--- src/rtl/rtc_cal_pkg.sv ---
// Shared types and format helpers for the calendar counter.
// Assumes 8-bit field registers; BCD helpers are only meaningful for 0..99.
package rtc_cal_pkg;

    typedef enum logic [2:0] {
        FLD_SEC  = 3'd0,
        FLD_MIN  = 3'd1,
        FLD_HOUR = 3'd2,
        FLD_WDAY = 3'd3,
        FLD_MDAY = 3'd4,
        FLD_MON  = 3'd5,
        FLD_YEAR = 3'd6
    } field_e;

    typedef struct packed {
        logic [7:0] sec;
        logic [7:0] min;
        logic [7:0] hour;
        logic [7:0] wday;
        logic [7:0] mday;
        logic [7:0] mon;
        logic [7:0] year;
    } cal_t;

    // binary value -> register form
    function automatic logic [7:0] to_reg(input logic [7:0] v, input logic bin);
        logic [7:0] tens;
        logic [7:0] ones;
        tens = v / 8'd10;
        ones = v % 8'd10;
        return bin ? v : {tens[3:0], ones[3:0]};
    endfunction

    // register form -> binary value
    function automatic logic [7:0] from_reg(input logic [7:0] r, input logic bin);
        return bin ? r : ({4'd0, r[7:4]} * 8'd10 + {4'd0, r[3:0]});
    endfunction

    // binary hour 0..23 -> register form in the chosen hour style
    function automatic logic [7:0] enc_hour(input logic [7:0] h, input logic bin, input logic h24);
        if (h24) return to_reg(h, bin);
        return to_reg(h % 8'd12, bin) | ((h >= 8'd12) ? 8'h80 : 8'h00);
    endfunction

    // register form -> binary hour; PM flag adds twelve in 12-hour style
    function automatic logic [7:0] dec_hour(input logic [7:0] r, input logic bin, input logic h24);
        logic [7:0] v;
        v = from_reg({1'b0, r[6:0]}, bin);
        if (!h24 && r[7]) v = v + 8'd12;
        return v;
    endfunction

    function automatic logic is_leap(input int unsigned y);
        return ((y % 4) == 0) && (((y % 100) != 0) || ((y % 400) == 0));
    endfunction

    // days in a 1-based month; unknown months get 31
    function automatic logic [7:0] month_len(input logic [7:0] mon, input logic leap);
        case (mon)
            8'd4, 8'd6, 8'd9, 8'd11: return 8'd30;
            8'd2:                    return leap ? 8'd29 : 8'd28;
            default:                 return 8'd31;
        endcase
    endfunction

endpackage

--- src/rtl/rtc_upd_seq.sv ---
// Update sequencer: accepts a second tick while the oscillator runs,
// issues one step pulse, then holds a window of UPD_TICKS slow ticks and
// ends it with a refresh pulse. Assumes no new second tick arrives while
// the window is open (such a tick is dropped).
module rtc_upd_seq #(
    parameter int UPD_TICKS = 8
) (
    input  logic clk,
    input  logic rst_n,
    input  logic sec_tick,
    input  logic slow_tick,
    input  logic osc_run,
    input  logic set_mode,
    output logic step,
    output logic refresh,
    output logic uip
);
    localparam int CW = (UPD_TICKS > 1) ? $clog2(UPD_TICKS) : 1;
    localparam logic [CW-1:0] LAST = CW'(UPD_TICKS - 1);

    logic          busy;
    logic [CW-1:0] cnt;

    assign step    = sec_tick && osc_run && !busy;
    assign refresh = busy && slow_tick && (cnt == LAST);

    // window state: open on step, count slow ticks, close on the last one
    always_ff @(posedge clk) begin
        if (!rst_n) begin
            busy <= 1'b0;
            cnt  <= '0;
            uip  <= 1'b0;
        end else if (step) begin
            busy <= 1'b1;
            cnt  <= '0;
            uip  <= !set_mode;
        end else if (busy && slow_tick) begin
            if (cnt == LAST) begin
                busy <= 1'b0;
                uip  <= 1'b0;
            end else begin
                cnt <= cnt + 1'b1;
            end
        end
    end
endmodule

--- src/rtl/rtc_cal_core.sv ---
// Binary calendar counters. Steps one second with full carry, or loads a
// complete decoded time (load wins over step). Year is an offset 0..YEAR_MOD-1
// from BASE_YEAR, used for the leap rule.
module rtc_cal_core
    import rtc_cal_pkg::*;
#(
    parameter int BASE_YEAR = 2000,
    parameter int YEAR_MOD  = 100
) (
    input  logic clk,
    input  logic rst_n,
    input  logic step,
    input  logic load,
    input  cal_t load_val,
    output cal_t now
);
    localparam logic [7:0] YEAR_LAST = 8'(YEAR_MOD - 1);

    cal_t       nxt;
    logic       leap;
    logic [7:0] mlen;

    assign leap = is_leap(int'(BASE_YEAR) + int'(now.year));
    assign mlen = month_len(now.mon, leap);

    // next-second value with carries from seconds to year
    always_comb begin
        nxt = now;
        if (now.sec >= 8'd59) begin
            nxt.sec = 8'd0;
            if (now.min >= 8'd59) begin
                nxt.min = 8'd0;
                if (now.hour >= 8'd23) begin
                    nxt.hour = 8'd0;
                    nxt.wday = (now.wday >= 8'd7) ? 8'd1 : now.wday + 8'd1;
                    if (now.mday >= mlen) begin
                        nxt.mday = 8'd1;
                        if (now.mon >= 8'd12) begin
                            nxt.mon  = 8'd1;
                            nxt.year = (now.year >= YEAR_LAST) ? 8'd0 : now.year + 8'd1;
                        end else begin
                            nxt.mon = now.mon + 8'd1;
                        end
                    end else begin
                        nxt.mday = now.mday + 8'd1;
                    end
                end else begin
                    nxt.hour = now.hour + 8'd1;
                end
            end else begin
                nxt.min = now.min + 8'd1;
            end
        end else begin
            nxt.sec = now.sec + 8'd1;
        end
    end

    // counter register: reset to day one, load or step
    always_ff @(posedge clk) begin
        if (!rst_n) begin
            now <= '{sec: 8'd0, min: 8'd0, hour: 8'd0, wday: 8'd1,
                     mday: 8'd1, mon: 8'd1, year: 8'd0};
        end else if (load) begin
            now <= load_val;
        end else if (step) begin
            now <= nxt;
        end
    end
endmodule

--- src/rtl/rtc_calendar.sv ---
// Calendar counter top: host-visible field registers in BCD or binary and
// 12/24-hour form, refreshed from the binary counters at the end of each
// update window. Assumes writes and mode changes do not coincide with a
// refresh; a write in the same cycle overrides its refreshed field.
module rtc_calendar
    import rtc_cal_pkg::*;
#(
    parameter int         BASE_YEAR    = 2000,
    parameter int         YEAR_MOD     = 100,
    parameter int         UPD_TICKS    = 8,
    parameter logic [2:0] OSC_RUN_CODE = 3'b010
) (
    input  logic       clk,
    input  logic       rst_n,
    input  logic       sec_tick,
    input  logic       slow_tick,
    input  logic [2:0] osc_sel,
    input  logic       set_mode,
    input  logic       bin_mode,
    input  logic       h24_mode,
    input  logic       wr_en,
    input  logic [2:0] wr_sel,
    input  logic [7:0] wr_data,
    output logic [7:0] sec_q,
    output logic [7:0] min_q,
    output logic [7:0] hour_q,
    output logic [7:0] wday_q,
    output logic [7:0] mday_q,
    output logic [7:0] month_q,
    output logic [7:0] year_q,
    output logic       uip,
    output logic       upd_done
);
    cal_t vis, vis_base, vis_nxt, merged, decoded, encoded, now;
    logic step, refresh, load, set_q;

    rtc_upd_seq #(.UPD_TICKS(UPD_TICKS)) u_seq (
        .clk      (clk),
        .rst_n    (rst_n),
        .sec_tick (sec_tick),
        .slow_tick(slow_tick),
        .osc_run  (osc_sel == OSC_RUN_CODE),
        .set_mode (set_mode),
        .step     (step),
        .refresh  (refresh),
        .uip      (uip)
    );

    rtc_cal_core #(.BASE_YEAR(BASE_YEAR), .YEAR_MOD(YEAR_MOD)) u_core (
        .clk     (clk),
        .rst_n   (rst_n),
        .step    (step),
        .load    (load),
        .load_val(decoded),
        .now     (now)
    );

    // apply a field write on top of a given register image
    function automatic cal_t put_field(input cal_t c, input logic en,
                                       input logic [2:0] sel, input logic [7:0] d);
        cal_t r;
        r = c;
        if (en) begin
            case (field_e'(sel))
                FLD_SEC:  r.sec  = d;
                FLD_MIN:  r.min  = d;
                FLD_HOUR: r.hour = d;
                FLD_WDAY: r.wday = d;
                FLD_MDAY: r.mday = d;
                FLD_MON:  r.mon  = d;
                FLD_YEAR: r.year = d;
                default:  r = c;
            endcase
        end
        return r;
    endfunction

    // decode the visible image (with any write) into binary counters
    always_comb begin
        merged       = put_field(vis, wr_en, wr_sel, wr_data);
        decoded.sec  = from_reg(merged.sec, bin_mode);
        decoded.min  = from_reg(merged.min, bin_mode);
        decoded.hour = dec_hour(merged.hour, bin_mode, h24_mode);
        decoded.wday = from_reg(merged.wday, bin_mode);
        decoded.mday = from_reg(merged.mday, bin_mode);
        decoded.mon  = from_reg(merged.mon, bin_mode);
        decoded.year = from_reg(merged.year, bin_mode);
    end

    // encode the counters into the visible register format
    always_comb begin
        encoded.sec  = to_reg(now.sec, bin_mode);
        encoded.min  = to_reg(now.min, bin_mode);
        encoded.hour = enc_hour(now.hour, bin_mode, h24_mode);
        encoded.wday = to_reg(now.wday, bin_mode);
        encoded.mday = to_reg(now.mday, bin_mode);
        encoded.mon  = to_reg(now.mon, bin_mode);
        encoded.year = to_reg(now.year, bin_mode);
    end

    // load counters on a write outside set mode, or when set mode drops
    assign load = (wr_en && !set_mode) || (set_q && !set_mode);

    // next visible image: refresh outside set mode, then the write
    always_comb begin
        vis_base = (refresh && !set_mode) ? encoded : vis;
        vis_nxt  = put_field(vis_base, wr_en, wr_sel, wr_data);
    end

    // visible registers, set-mode history and update-ended pulse
    always_ff @(posedge clk) begin
        if (!rst_n) begin
            vis      <= '{sec: 8'h00, min: 8'h00, hour: 8'h00, wday: 8'h01,
                          mday: 8'h01, mon: 8'h01, year: 8'h00};
            set_q    <= 1'b0;
            upd_done <= 1'b0;
        end else begin
            vis      <= vis_nxt;
            set_q    <= set_mode;
            upd_done <= refresh;
        end
    end

    assign sec_q   = vis.sec;
    assign min_q   = vis.min;
    assign hour_q  = vis.hour;
    assign wday_q  = vis.wday;
    assign mday_q  = vis.mday;
    assign month_q = vis.mon;
    assign year_q  = vis.year;
endmodule

--- config.mk ---
export PLATFORM = sky130hd
export DESIGN_NAME = rtc_calendar
export DESIGN_NICKNAME = d
export VERILOG_FILES = /design/src/rtl/rtc_cal_pkg.sv /design/src/rtl/rtc_upd_seq.sv /design/src/rtl/rtc_cal_core.sv /design/src/rtl/rtc_calendar.sv
export SDC_FILE = /design/constraint.sdc
export NUM_CORES = 1
export LEC_CHECK = 0
export ABC_AREA = 1
export BUFFER_PORTS_ARGS = -buffer_cell sky130_fd_sc_hd__buf_4
export CELL_PAD_IN_SITES_DETAIL_PLACEMENT = 0
export CELL_PAD_IN_SITES_GLOBAL_PLACEMENT = 1
export CORE_UTILIZATION = 40
export DETAILED_ROUTE_END_ITERATION = 6
export PLACE_DENSITY_LB_ADDON = 0.1
export SLEW_MARGIN = 0
export SYNTH_ARGS = -nofsm -noshare
export SYNTH_HDL_FRONTEND = slang
export SYNTH_SLANG_ARGS = --single-unit
--- constraint.sdc ---
create_clock -name clk -period 4.4 [get_ports clk]
set_clock_uncertainty 0.15 [all_clocks]
set_input_delay 0.88 -clock clk [delete_from_list [all_inputs] [get_ports clk]]
set_output_delay 0.88 -clock clk [all_outputs]
set_load 0.02 [all_outputs]
==> results of run 1 <==
[critical path: cells and delay by family (launching register included)]
kind,cells,cell delay [ps]
simple gates,24,2050
flops,1,370
buf+inv,9,600
fa+ha+maj,3,550
compound gates,5,540
[metal layers]
layer | global-route usage (%) | wire length, um | part of all wire [%]
met5 | 0 | 0 | 0
met4 | 9.33 | 1080 | 2.6
met3 | 3.32 | 1920 | 4.6
met2 | 43.8 | 18900 | 45
met1 | 35.6 | 19700 | 47
[registers in the layout, indices dropped and copies added (netlist names)]
register	count
hour_q	8
sec_q	8
u_seq.uip	1
u_seq.busy	1
month_q	8
u_core.now	56
year_q	8
wday_q	8
min_q	8
upd_done	1
mday_q	8
u_seq.cnt	3
set_q	1
[what timing repair did]
action                                  CTS  global route
gates resized for setup                  39            28
endpoints found under the setup margin   18            22
pin swaps                                20            21
hold buffers                              0             0
buffers inserted                          9             5
[layout by cell type (no fill, tap or decap), types with 5 or more instances in the layout]
cell                        synthesis  layout
sky130_fd_sc_hd__nand2_1          449     441
sky130_fd_sc_hd__inv_1            286     281
sky130_fd_sc_hd__o21ai_0          190     184
sky130_fd_sc_hd__buf_4              0     164
sky130_fd_sc_hd__a21oi_1          164     161
sky130_fd_sc_hd__nor2_1           156     154
sky130_fd_sc_hd__dfxtp_1          119     116
sky130_fd_sc_hd__nand3_1          115     111
sky130_fd_sc_hd__ha_1              92      88
sky130_fd_sc_hd__xor2_1            31      29
sky130_fd_sc_hd__a31oi_1           27      27
sky130_fd_sc_hd__o211ai_1          26      26
sky130_fd_sc_hd__o21ai_1           25      25
sky130_fd_sc_hd__nand2_2           20      23
sky130_fd_sc_hd__inv_2             22      23
sky130_fd_sc_hd__xnor2_1           22      22
sky130_fd_sc_hd__clkbuf_16          0      17
sky130_fd_sc_hd__a221oi_1          17      16
sky130_fd_sc_hd__nor3_1            15      15
sky130_fd_sc_hd__nand3_2           12      14
sky130_fd_sc_hd__nand4_1           13      13
sky130_fd_sc_hd__fa_1              13      13
sky130_fd_sc_hd__nand2_4            7      11
sky130_fd_sc_hd__clkinv_1           9      10
sky130_fd_sc_hd__nor2_4             7      10
sky130_fd_sc_hd__o22ai_1            9       9
sky130_fd_sc_hd__nor2_2             8       7
sky130_fd_sc_hd__o21ai_2            3       7
sky130_fd_sc_hd__inv_4              3       6
sky130_fd_sc_hd__and2_1             6       6
sky130_fd_sc_hd__a41oi_1            7       6
sky130_fd_sc_hd__a211oi_1           8       6
sky130_fd_sc_hd__buf_6              4       6
sky130_fd_sc_hd__a21oi_2            2       5
sky130_fd_sc_hd__or2_2              5       5
sky130_fd_sc_hd__o21bai_1           5       5
sky130_fd_sc_hd__o221ai_1           5       5
[power by group]
group / switching (mW) / internal [mW] / total (mW) / leakage, nW
Clock: 0.554 / 1.01 / 1.56 / 0.310
Combinational: 0.620 / 0.334 / 0.954 / 5.68
Sequential: 0.0427 / 1.11 / 1.16 / 0.968
[cells by family (layout without fill, tap and decap cells)]
group,count (synthesis),after routing,synth area share (%)
compound gates,506,506,23.1
xor+xnor,54,54,3.97
fa+ha+maj,105,105,11.4
buf+inv,388,525,12.6
flops,119,119,19.2
simple gates,829,829,29.6
[through the flow]
step	util (%)	TNS, ps
floorplan	-	0
global placement	45.1	-282
detailed placement	45.1	-1890
CTS	47.9	-1080
global route	48.4	-4640
finish	48.4	-108
[cell type report]
| type | instances | share of cell area, % |
|---|---|---|
| Timing Repair Buffer | 172 | 9.03 |
| Inverter | 321 | 8.29 |
| Clock buffer | 24 | 3.33 |
| Clock inverter | 8 | 0.965 |
| Sequential cell | 119 | 16.2 |
| Tap cell | 396 | 3.35 |
| Multi-Input combinational cell | 1494 | 58.9 |
[worst max-delay path by stage]
stage | end | cells past startpoint
floorplan | u_core.now[7] | 38
global placement | u_core.now[2] | 38
detailed placement | u_core.now[2] | 38
CTS | u_core.now[4] | 41
global route | u_core.now[5] | 41
finish | u_core.now[5] | 41
==> implementation parameters, run 1 <==
Parameter                              Value

CTS
  Max Root-Sink Buffers ... 2
  CTS buffer count ... 17
  Sinks on Clock Net ... 119
  Clock tree from TritonCTS ... done
  Clock latency of the later-clocked register in the worst-skew pair ... 430 ps
  CTS H-tree lvls ... 4
  Clock root buffer master ... sky130_fd_sc_hd__clkbuf_16
  Clock-pin slew on the worst setup and hold paths ... 60 ps

Final layout
  Final std cell area, no fill ... 14800 um2
  Area occupied by registers ... 2390 um2
  Final non-filler cell total ... 2534
  # nets final ... 2252
  Area Growth Syn to Fin ... 19.4%
  Number of antenna cells inserted ... 0
  Area occupied by multi-input gates ... 8700 um2
  Proportion of layout cells with a drive suffix above 1 ... 16.0%
  Fill cell total of the finished layout ... 3218

Min path
  Kind of path behind the tightest hold check ... reg2reg
  Hold-critical path endpoint ... u_seq.cnt[2]
  Worst Hold Launch ... u_seq.cnt[2]
  Worst hold path cell count ... 2

Global route
  Antenna violations before repair ... 0
  First-pass GRT wire length ... 66000 um
  Overall global routing resource usage ... 26.7%
  Pin count of the biggest net entering global routing ... 72
  Via count of the first global-routing pass ... 12657
  Total congestion overflow ... 0

Die
  DIE AREA ... 31600 um2
  Die span in y ... 178 um
  Starting utilization of the core area ... 40.6%
  Placement row count ... 64
  Die width ... 178 um
  Core Area ... 30500 um2
  I/O pin count ... 80

Detailed routing
  Routed wire length ... 41600 um
  DRC ... 0
  Vias post-DR ... 13444
  Number of design-rule violations left by the first detailed-router iteration ... 865
  Average wire per cell in the routed design ... 16.4 um
  1st-pass router iterations ... 7
  Antenna Violating Nets Remaining ... 0
  Via-to-Cell Ratio ... 5.31

Setup path
  Kind of start point of the critical path ... flop
  RR Startpoint ... u_core.now[5]
  Reg2Reg Setup Slack ... -60 ps
  Critical path fanouts, max ... 8
  Startpoint-to-endpoint class of the critical path ... reg2reg
  Element type at the critical path end ... flop
  Critical Path AT ... 4570 ps
  Slowest-stage cell, CP ... sky130_fd_sc_hd__dfxtp_4
  RR Endpoint ... u_core.now[5]
  CP Launch Point ... u_core.now[5]
  Worst reg2reg path depth ... 41
  Data required time of the critical path ... 4520 ps
  Slowest Stage Delay on Critical Path ... 370 ps

Timing
  Relative max-transition margin ... 29.2%
  Worst slew pin tran ... 1040 ps
  Setup ws final ... -55.5 ps
  Final critical delay including setup and external delays ... 4460 ps
  Final hold slack ... 317 ps
  Setup repair after global routing missed its margin ... true
  Pins Over Slew Limit ... 0
  Final number of hold-violating endpoints ... 0
  Timing-limited maximum frequency ... 224 MHz
  Post-route clock period utilization ... 101%
  Final setup violating endpoints ... 3

Place
  Worst-case setup slack after placement ... -278 ps
  Number of input and output port buffers inserted ... 79
  Dpl hpwl ... 30800 um
  Cell count after placement ... 2489
  Area after DPL ... 13800 um2
  GPL Wtd Cong ... 0.910

Synthesis
  Synthesized area per cell ... 6.18 um2
  Seq/Total Area, Yosys ... 19.2%
  Net Count, Synth ... 2128
  Top cells by area, synth ... sky130_fd_sc_hd__dfxtp_1, sky130_fd_sc_hd__nand2_1, sky130_fd_sc_hd__ha_1
  Number of flops mapped to enable cells by yosys ... 0
  Most numerous cell in the Yosys netlist ... sky130_fd_sc_hd__nand2_1
  Top cell type by total area after synthesis ... sky130_fd_sc_hd__dfxtp_1
  Async set or reset register ratio after synthesis ... 0%
  Leading post-synthesis cells by instance count ... sky130_fd_sc_hd__nand2_1, sky130_fd_sc_hd__inv_1, sky130_fd_sc_hd__o21ai_0
  Cell count after synthesis ... 2001
  Count of warnings emitted by yosys ... 0
  Top-area cell type share of the netlist area ... 19.2%
  Count of unique library cells instantiated by Yosys ... 65
  Post-synthesis instance area ... 12400 um2
  Prevailing post-synth register cell ... sky130_fd_sc_hd__dfxtp_1
  Count of state elements after synthesis ... 119

Pwr
  Maximum ir drop on the vdd rail ... 0.000200 V
  Total power per unit cell area ... 248 nW/um2
  Overall power of the completed layout ... 3.67 mW
  Leak pwr ... 6.96 nW

Run status
  Violated checks ... setup timing
  Outcome ... finished with violations

Job
  Max capacitance violation total ... 0
Note: power is estimated with default switching activity, not from simulation.
==> inputs of run 2 (changes only) <==
--- a/config.mk
+++ b/config.mk
@@ -7,9 +7,9 @@
 export LEC_CHECK = 0
 export ABC_AREA = 1
 export BUFFER_PORTS_ARGS = -buffer_cell sky130_fd_sc_hd__buf_4
-export CELL_PAD_IN_SITES_DETAIL_PLACEMENT = 0
-export CELL_PAD_IN_SITES_GLOBAL_PLACEMENT = 1
-export CORE_UTILIZATION = 40
+export CELL_PAD_IN_SITES_DETAIL_PLACEMENT = 1
+export CELL_PAD_IN_SITES_GLOBAL_PLACEMENT = 2
+export CORE_UTILIZATION = 31
 export DETAILED_ROUTE_END_ITERATION = 6
 export PLACE_DENSITY_LB_ADDON = 0.1
 export SLEW_MARGIN = 0
==> run 2 against run 1 <==
The run still ends with setup timing left. First-iteration DRC count down 12%. Final area up 1.1%. Highest routed layer unchanged. Combinational power up 2.9%. Setup slack worse by 200 ps. Register-to-register slack worse by 200 ps. Flip-flop and latch count unchanged. Largest power group unchanged. Count of clock-buffer cells in the layout down 4. Wire length up 17%. Non-clock buffer count up 13.
==> implementation parameters, run 2 (same netlist as run 1, synthesis figures left out) <==
Parameter                              Value

Global route
  Antenna violations before repair ... 0 (unchanged)
  Pin count of the biggest net entering global routing ... 55 (-24%)
  Via count of the first global-routing pass ... 14222 (+12%)
  First-pass GRT wire length ... 78000 um (+18%)
  Overall global routing resource usage ... 24.1% (-2.5 points)
  Total congestion overflow ... 0 (unchanged)

Setup path
  Slowest Stage Delay on Critical Path ... 360 ps (about the same)
  Critical path fanouts, max ... 5 (-3)
  Element type at the critical path end ... flop
  Critical Path AT ... 4880 ps (+310 ps)
  Startpoint-to-endpoint class of the critical path ... reg2reg
  Data required time of the critical path ... 4630 ps (+110 ps)
  Most numerous cell on the critical path ... sky130_fd_sc_hd__nand2_1
  Slowest-stage cell, CP ... sky130_fd_sc_hd__dfxtp_4
  Kind of start point of the critical path ... flop
  Worst reg2reg path depth ... 41 (unchanged)

Die
  Placement row count ... 72 (+13%)
  DIE AREA ... 40700 um2 (+29%)
  Starting utilization of the core area ... 31.7% (-8.8 points)
  I/O pin count ... 80 (unchanged)
  Core Area ... 39000 um2 (+28%)
  Die span in y ... 202 um (+13%)
  Die width ... 202 um (+13%)

Timing
  Worst slew pin tran ... 682 ps (-354 ps)
  Relative max-transition margin ... 54.5% (+25 points)
  Setup repair after global routing missed its margin ... true
  Final number of hold-violating endpoints ... 0 (unchanged)
  Post-route clock period utilization ... 106% (+4.5 points)
  Total negative setup slack ... -2700 ps (-2600 ps)
  Setup ws final ... -255 ps (-199 ps)
  Final setup violating endpoints ... 20 (+17)
  Final critical delay including setup and external delays ... 4650 ps (+199 ps)
  Pins Over Slew Limit ... 0 (unchanged)
  Timing-limited maximum frequency ... 215 MHz (-4.3%)

CTS
  Count of hold buffers inserted by post-cts repair ... 0 (unchanged)
  Clock latency of the later-clocked register in the worst-skew pair ... 440 ps (about the same)
  CTS H-tree lvls ... 4 (unchanged)
  Clock tree from TritonCTS ... done
  Clock-pin slew on the worst setup and hold paths ... 60 ps (about the same)
  CTS buffer count ... 17 (unchanged)
  Sinks on Clock Net ... 119 (unchanged)
  Max Root-Sink Buffers ... 2 (unchanged)
  Clock root buffer master ... sky130_fd_sc_hd__clkbuf_16

Run status
  Outcome ... finished with violations
  Violated checks ... setup timing

Final layout
  Proportion of layout cells with a drive suffix above 1 ... 16.6% (+0.55 points)
  # nets final ... 2265 (+0.58%)
  Number of antenna cells inserted ... 0 (unchanged)
  Most common cell after layout, fill and taps aside ... sky130_fd_sc_hd__nand2_1
  Area Growth Syn to Fin ... 20.7%
  Final std cell area, no fill ... 14900 um2 (+1.1%)
  Largest register by flop count ... u_core.now
  Number of flip-flops in the largest register ... 56 (unchanged)
  Top library cells by usage in the layout, fill and taps aside ... sky130_fd_sc_hd__nand2_1, sky130_fd_sc_hd__inv_1, sky130_fd_sc_hd__o21ai_0, sky130_fd_sc_hd__buf_4, sky130_fd_sc_hd__a21oi_1

Detailed routing
  Number of design-rule violations left by the first detailed-router iteration ... 757 (-12%)
  Via-to-Cell Ratio ... 5.14 (-3.2%)
  Average wire per cell in the routed design ... 18.3 um (+11%)
  Routed wire length ... 48700 um (+17%)
  DRC ... 0 (unchanged)
  Antenna Violating Nets Remaining ... 0 (unchanged)
  1st-pass router iterations ... 5 (-2)
  Vias post-DR ... 13713 (+2.0%)

Pwr
  Internal ... 2.32 mW (-5.3%)
  Register share of total power ... 32.1% (+0.6 points)
  Switching power summed over all nets ... 1.28 mW (+5.5%)
  Maximum ir drop on the vdd rail ... 0.000241 V (+20%)
  Relative contribution of the clock network to total power ... 40.7% (-1.8 points)
  Net switching fraction of the power ... 35.6% (+2.4 points)
  Total power per unit cell area ... 242 nW/um2 (-2.8%)
  Leak pwr ... 6.96 nW (+0.10%)
  Share of total power in combinational logic ... 27.2% (+1.2 points)

Place
  Dpl hpwl ... 37100 um (+20%)
  GPL Wtd Cong ... 0.880 (-3.3%)
  Number of input and output port buffers inserted ... 79 (unchanged)
  Area after DPL ... 14000 um2 (+1.6%)

Job
  Max capacitance violation total ... 0 (unchanged)

Min path
  Kind of path behind the tightest hold check ... reg2reg
  Worst hold path cell count ... 2 (unchanged)
-- run 2: changes by cell type in the layout (fill, tap and decap cells not counted), sizes merged --
cell	previous run	this run
clkinv	13	14
inv	311	312
bufinv	4	2
clkinvlp	1	5
clkbuf	24	20
buf	172	185
-- run 2: stage by stage --
stage / util, % / worst slack [ps] / instances / power [mW] / hold WS (ps)
floorplan: - / 5.46 / 2001 / 1.84 / 294
global placement: 35.8 / -162 / 2618 / 2.13 / 304
detailed placement: 35.8 / -363 / 2618 / 2.15 / 318
CTS: 37.9 / -292 / 2665 / 3.64 / 328
global route: 38.3 / -562 / 2669 / 3.82 / 356
finish: 38.3 / -255 / 2669 / 3.61 / 324
-- run 2: layout make-up --
| type | instances | area (um2) |
|---|---|---|
| clock buffers | 20 | 467 |
| fillers | 5124 | 24100 |
| inverters | 321 | 1220 |
| flip-flops and latches | 119 | 2390 |
| repair buffers | 185 | 1430 |
| multi-input cells | 1494 | 8650 |
| well taps | 518 | 648 |
| clock inverters | 12 | 126 |
-- run 2: worst paths after layout --
check / from / to / slack [ps]
worst max-delay path: u_core.now[5] / u_core.now[20] / -250
worst min-delay path: u_seq.cnt[2] / u_seq.cnt[2] / 320
worst max register to register: u_core.now[5] / u_core.now[20] / -250
worst min register to register: u_seq.cnt[2] / u_seq.cnt[2] / 320
-- run 2: critical path: cells and delay by family (launching register included) --
family	cells	cell delay (ps)
compound gates	5	840
fa+ha+maj	2	300
buf+inv	10	920
flops	1	360
simple gates	24	2030
-- run 2: per-layer routing --
| metal | GRT usage, % | up-vias | part of all wire, % |
|---|---|---|---|
| met2 | 41.4 | 184 | 47 |
| met5 | 0 | - | 0 |
| met3 | 2.72 | 64 | 2.4 |
| met1 | 31.5 | 6596 | 47 |
| li1 | - | 6869 | - |
| met4 | 7.66 | 0 | 2.8 |
-- run 2: timing repair --
item,CTS,global route
setup endpoints to repair,20,22
endpoints found under the hold margin,0,0
resized for setup,32,28
pin swaps,19,17
buffers inserted,15,4
-- run 2: power groups by stage --
stage	logic, mW	registers, mW	clock network [mW]
2_1_floorplan	0.662	1.18	0
3_3_place_gp	0.944	1.18	0
3_5_place_dp	0.965	1.18	0
4_1_cts	0.980	1.16	1.50
5_1_grt	1.12	1.16	1.54
6_report	0.982	1.16	1.47
==> inputs of run 3 (changes only) <==
--- a/config.mk
+++ b/config.mk
@@ -12,6 +12,8 @@
 export CORE_UTILIZATION = 31
 export DETAILED_ROUTE_END_ITERATION = 6
 export PLACE_DENSITY_LB_ADDON = 0.1
+export RECOVER_POWER = 50
+export SKIP_CTS_REPAIR_TIMING = 1
 export SLEW_MARGIN = 0
 export SYNTH_ARGS = -nofsm -noshare
 export SYNTH_HDL_FRONTEND = slang
==> run 3 against run 2 <==
The run ends with capacitance limit, slew limit, setup timing left. Non-clock buffer count fell by 8. Final area shrank 2.5%. Via count fell by 0.38%. Power fell by 0.73%. Setup slack worse by 130 ps. Wire length is 0.74% lower. First-iteration DRC count down 2.9%. Final cell count down 0.26%. Flip-flop and latch count did not move. Sequential share of layout area grew 0.41 points. Sequential power about the same. Critical path type unchanged. Critical endpoint is now u_core.now[7]. Largest cell class unchanged. Largest power group unchanged.
==> implementation parameters, run 3 (same netlist as run 1, synthesis figures left out) <==
Parameter                              Value

Run status
  Outcome ... finished with violations
  Violated checks ... capacitance limit, slew limit, setup timing

Final layout
  Number of flip-flops in the largest register ... 56 (unchanged)
  Number of antenna cells inserted ... 0 (unchanged)
  Proportion of layout cells with a drive suffix above 1 ... 13.0% (-3.6 points)
  Most common cell after layout, fill and taps aside ... sky130_fd_sc_hd__nand2_1
  # nets final ... 2258 (-0.31%)
  Top library cells by usage in the layout, fill and taps aside ... sky130_fd_sc_hd__nand2_1, sky130_fd_sc_hd__inv_1, sky130_fd_sc_hd__o21ai_0, sky130_fd_sc_hd__a21oi_1, sky130_fd_sc_hd__nor2_1
  Largest register by flop count ... u_core.now
  Final Util ... 37.3% (-0.95 points)
  Area Growth Syn to Fin ... 17.7%
  Fill cell total of the finished layout ... 5154 (+0.59%)

Setup path
  Kind of start point of the critical path ... flop
  Slowest Stage Delay on Critical Path ... 360 ps (about the same)
  Most numerous cell on the critical path ... sky130_fd_sc_hd__nand2_1
  Critical Path AT ... 4990 ps (+110 ps)
  Slowest-stage cell, CP ... sky130_fd_sc_hd__dfxtp_4
  Startpoint-to-endpoint class of the critical path ... reg2reg
  Data required time of the critical path ... 4600 ps (-30 ps)
  Critical path fanouts, max ... 7 (+2)
  Element type at the critical path end ... flop

Pwr
  Internal ... 2.31 mW (-0.71%)
  Register share of total power ... 32.3% (+0.2 points)
  Share of total power in combinational logic ... 26.8% (-0.4 points)
  Leak pwr ... 6.65 nW (-4.5%)
  Maximum ir drop on the vdd rail ... 0.000239 V (-0.88%)
  Switching power summed over all nets ... 1.27 mW (-0.76%)
  Relative contribution of the clock network to total power ... 40.9% (+0.2 points)
  Total power per unit cell area ... 246 nW/um2 (+1.8%)
  Overall power of the completed layout ... 3.58 mW (-0.73%)
  Net switching fraction of the power ... 35.6% (about the same)

CTS
  CTS H-tree lvls ... 4 (unchanged)
  Clock latency of the later-clocked register in the worst-skew pair ... 430 ps (about the same)
  Sinks on Clock Net ... 119 (unchanged)
  Max Root-Sink Buffers ... 2 (unchanged)
  Clock-pin slew on the worst setup and hold paths ... 60 ps (about the same)
  CTS buffer count ... 17 (unchanged)
  Clock root buffer master ... sky130_fd_sc_hd__clkbuf_16
  Clock tree from TritonCTS ... done

Die
  Starting utilization of the core area ... 31.7% (unchanged)
  I/O pin count ... 80 (unchanged)
  Die width ... 202 um (unchanged)
  DIE AREA ... 40700 um2 (unchanged)
  Core Area ... 39000 um2 (unchanged)
  Die span in y ... 202 um (unchanged)
  Placement row count ... 72 (unchanged)

Timing
  Worst slew pin tran ... 2320 ps (+1640 ps)
  Pins Over Slew Limit ... 64 (+64)
  Timing-limited maximum frequency ... 209 MHz (-2.8%)
  Final critical delay including setup and external delays ... 4790 ps (+135 ps)
  Final setup violating endpoints ... 19 (-5.0%)
  Final number of hold-violating endpoints ... 0 (unchanged)
  Setup ws final ... -389 ps (-135 ps)
  Setup repair after global routing missed its margin ... true
  Relative max-transition margin ... -55.0% (-110 points)
  Post-route clock period utilization ... 109% (+3.1 points)

Detailed routing
  Antenna Violating Nets Remaining ... 0 (unchanged)
  Routed wire length ... 48400 um (-0.74%)
  Via-to-Cell Ratio ... 5.13 (-0.12%)
  Average wire per cell in the routed design ... 18.2 um (-0.48%)
  Number of design-rule violations left by the first detailed-router iteration ... 735 (-2.9%)
  Vias post-DR ... 13661 (-0.38%)
  DRC ... 0 (unchanged)
  1st-pass router iterations ... 5 (unchanged)

Global route
  Overall global routing resource usage ... 23.9% (-0.22 points)
  Pin count of the biggest net entering global routing ... 55 (unchanged)
  Total congestion overflow ... 0 (unchanged)
  Antenna violations before repair ... 0 (unchanged)
  Via count of the first global-routing pass ... 14064 (-1.1%)
  First-pass GRT wire length ... 77200 um (-0.96%)

Job
  Max capacitance violation total ... 2 (+2)

Place
  GPL Wtd Cong ... 0.880 (unchanged)
  Dpl hpwl ... 37100 um (unchanged)
  Number of input and output port buffers inserted ... 79 (unchanged)

Min path
  Kind of path behind the tightest hold check ... reg2reg
[run 3: cell count changes in the layout (fill, tap and decap cells not counted), moves of 3 or more]
| cell | previous run | this run |
|---|---|---|
| sky130_fd_sc_hd__buf_4 | 178 | 110 |
| sky130_fd_sc_hd__clkbuf_1 | 0 | 64 |
| sky130_fd_sc_hd__buf_6 | 5 | 1 |
| sky130_fd_sc_hd__o21ai_0 | 181 | 185 |
| sky130_fd_sc_hd__nand2_1 | 442 | 445 |
| sky130_fd_sc_hd__nand2_2 | 25 | 22 |
[run 3: worst paths after layout]
path         slack, ps  cells past startpoint            end          start
min reg2reg        320                      2   u_seq.cnt[2]   u_seq.cnt[2]
max               -390                     38  u_core.now[7]  u_core.now[5]
max reg2reg       -390                     38  u_core.now[7]  u_core.now[5]
min                320                      2   u_seq.cnt[2]   u_seq.cnt[2]
[run 3: layout make-up]
| type | instances | area (um2) | area share (%) |
|---|---|---|---|
| multi-input cells | 1494 | 8590 | 58.9 |
| flip-flops and latches | 119 | 2390 | 16.4 |
| inverters | 321 | 1220 | 8.41 |
| repair buffers | 177 | 1120 | 7.67 |
| well taps | 518 | 648 | 4.45 |
| clock buffers | 20 | 467 | 3.20 |
| clock inverters | 12 | 126 | 0.867 |
| repair inverters | 1 | 6.26 | 0.0429 |
[run 3: power groups by stage]
| stage | clock, mW | combinational, mW | sequential (mW) |
|---|---|---|---|
| after floorplan | 0 | 0.662 | 1.18 |
| after global placement | 0 | 0.944 | 1.18 |
| after detailed placement | 0 | 0.965 | 1.18 |
| after CTS | 1.50 | 0.971 | 1.16 |
| after global routing | 1.54 | 1.10 | 1.16 |
| final | 1.46 | 0.960 | 1.16 |
[run 3: per-stage QoR]
step                      setup WS (ps)  hold WS [ps]  setup TNS, ps  instances  area (um2)
after floorplan                    5.46           294              0       2001       12400
after detailed placement           -363           318          -4140       2618       14000
after CTS                          -378           328          -4520       2650       14600
after global placement             -162           304           -806       2618       14000
after global routing               -728           356         -11470       2662       14600
final                              -389           323          -4420       2662       14600
[run 3: worst max-delay path: cells and delay by family, from the launching register on]
family	cells	cell delay (ps)
simple gates	21	2140
compound gates	6	920
fa+ha+maj	3	570
buf+inv	8	530
flops	1	360
[run 3: routing by layer]
layer / share of wire, % / global-route usage, % / up-vias
met3: 2.9 / 2.69 / 62
li1: - / - / 6850
met4: 2.7 / 7.31 / 0
met2: 47 / 40.9 / 193
met1: 47 / 31.4 / 6556
met5: 0 / 0 / -
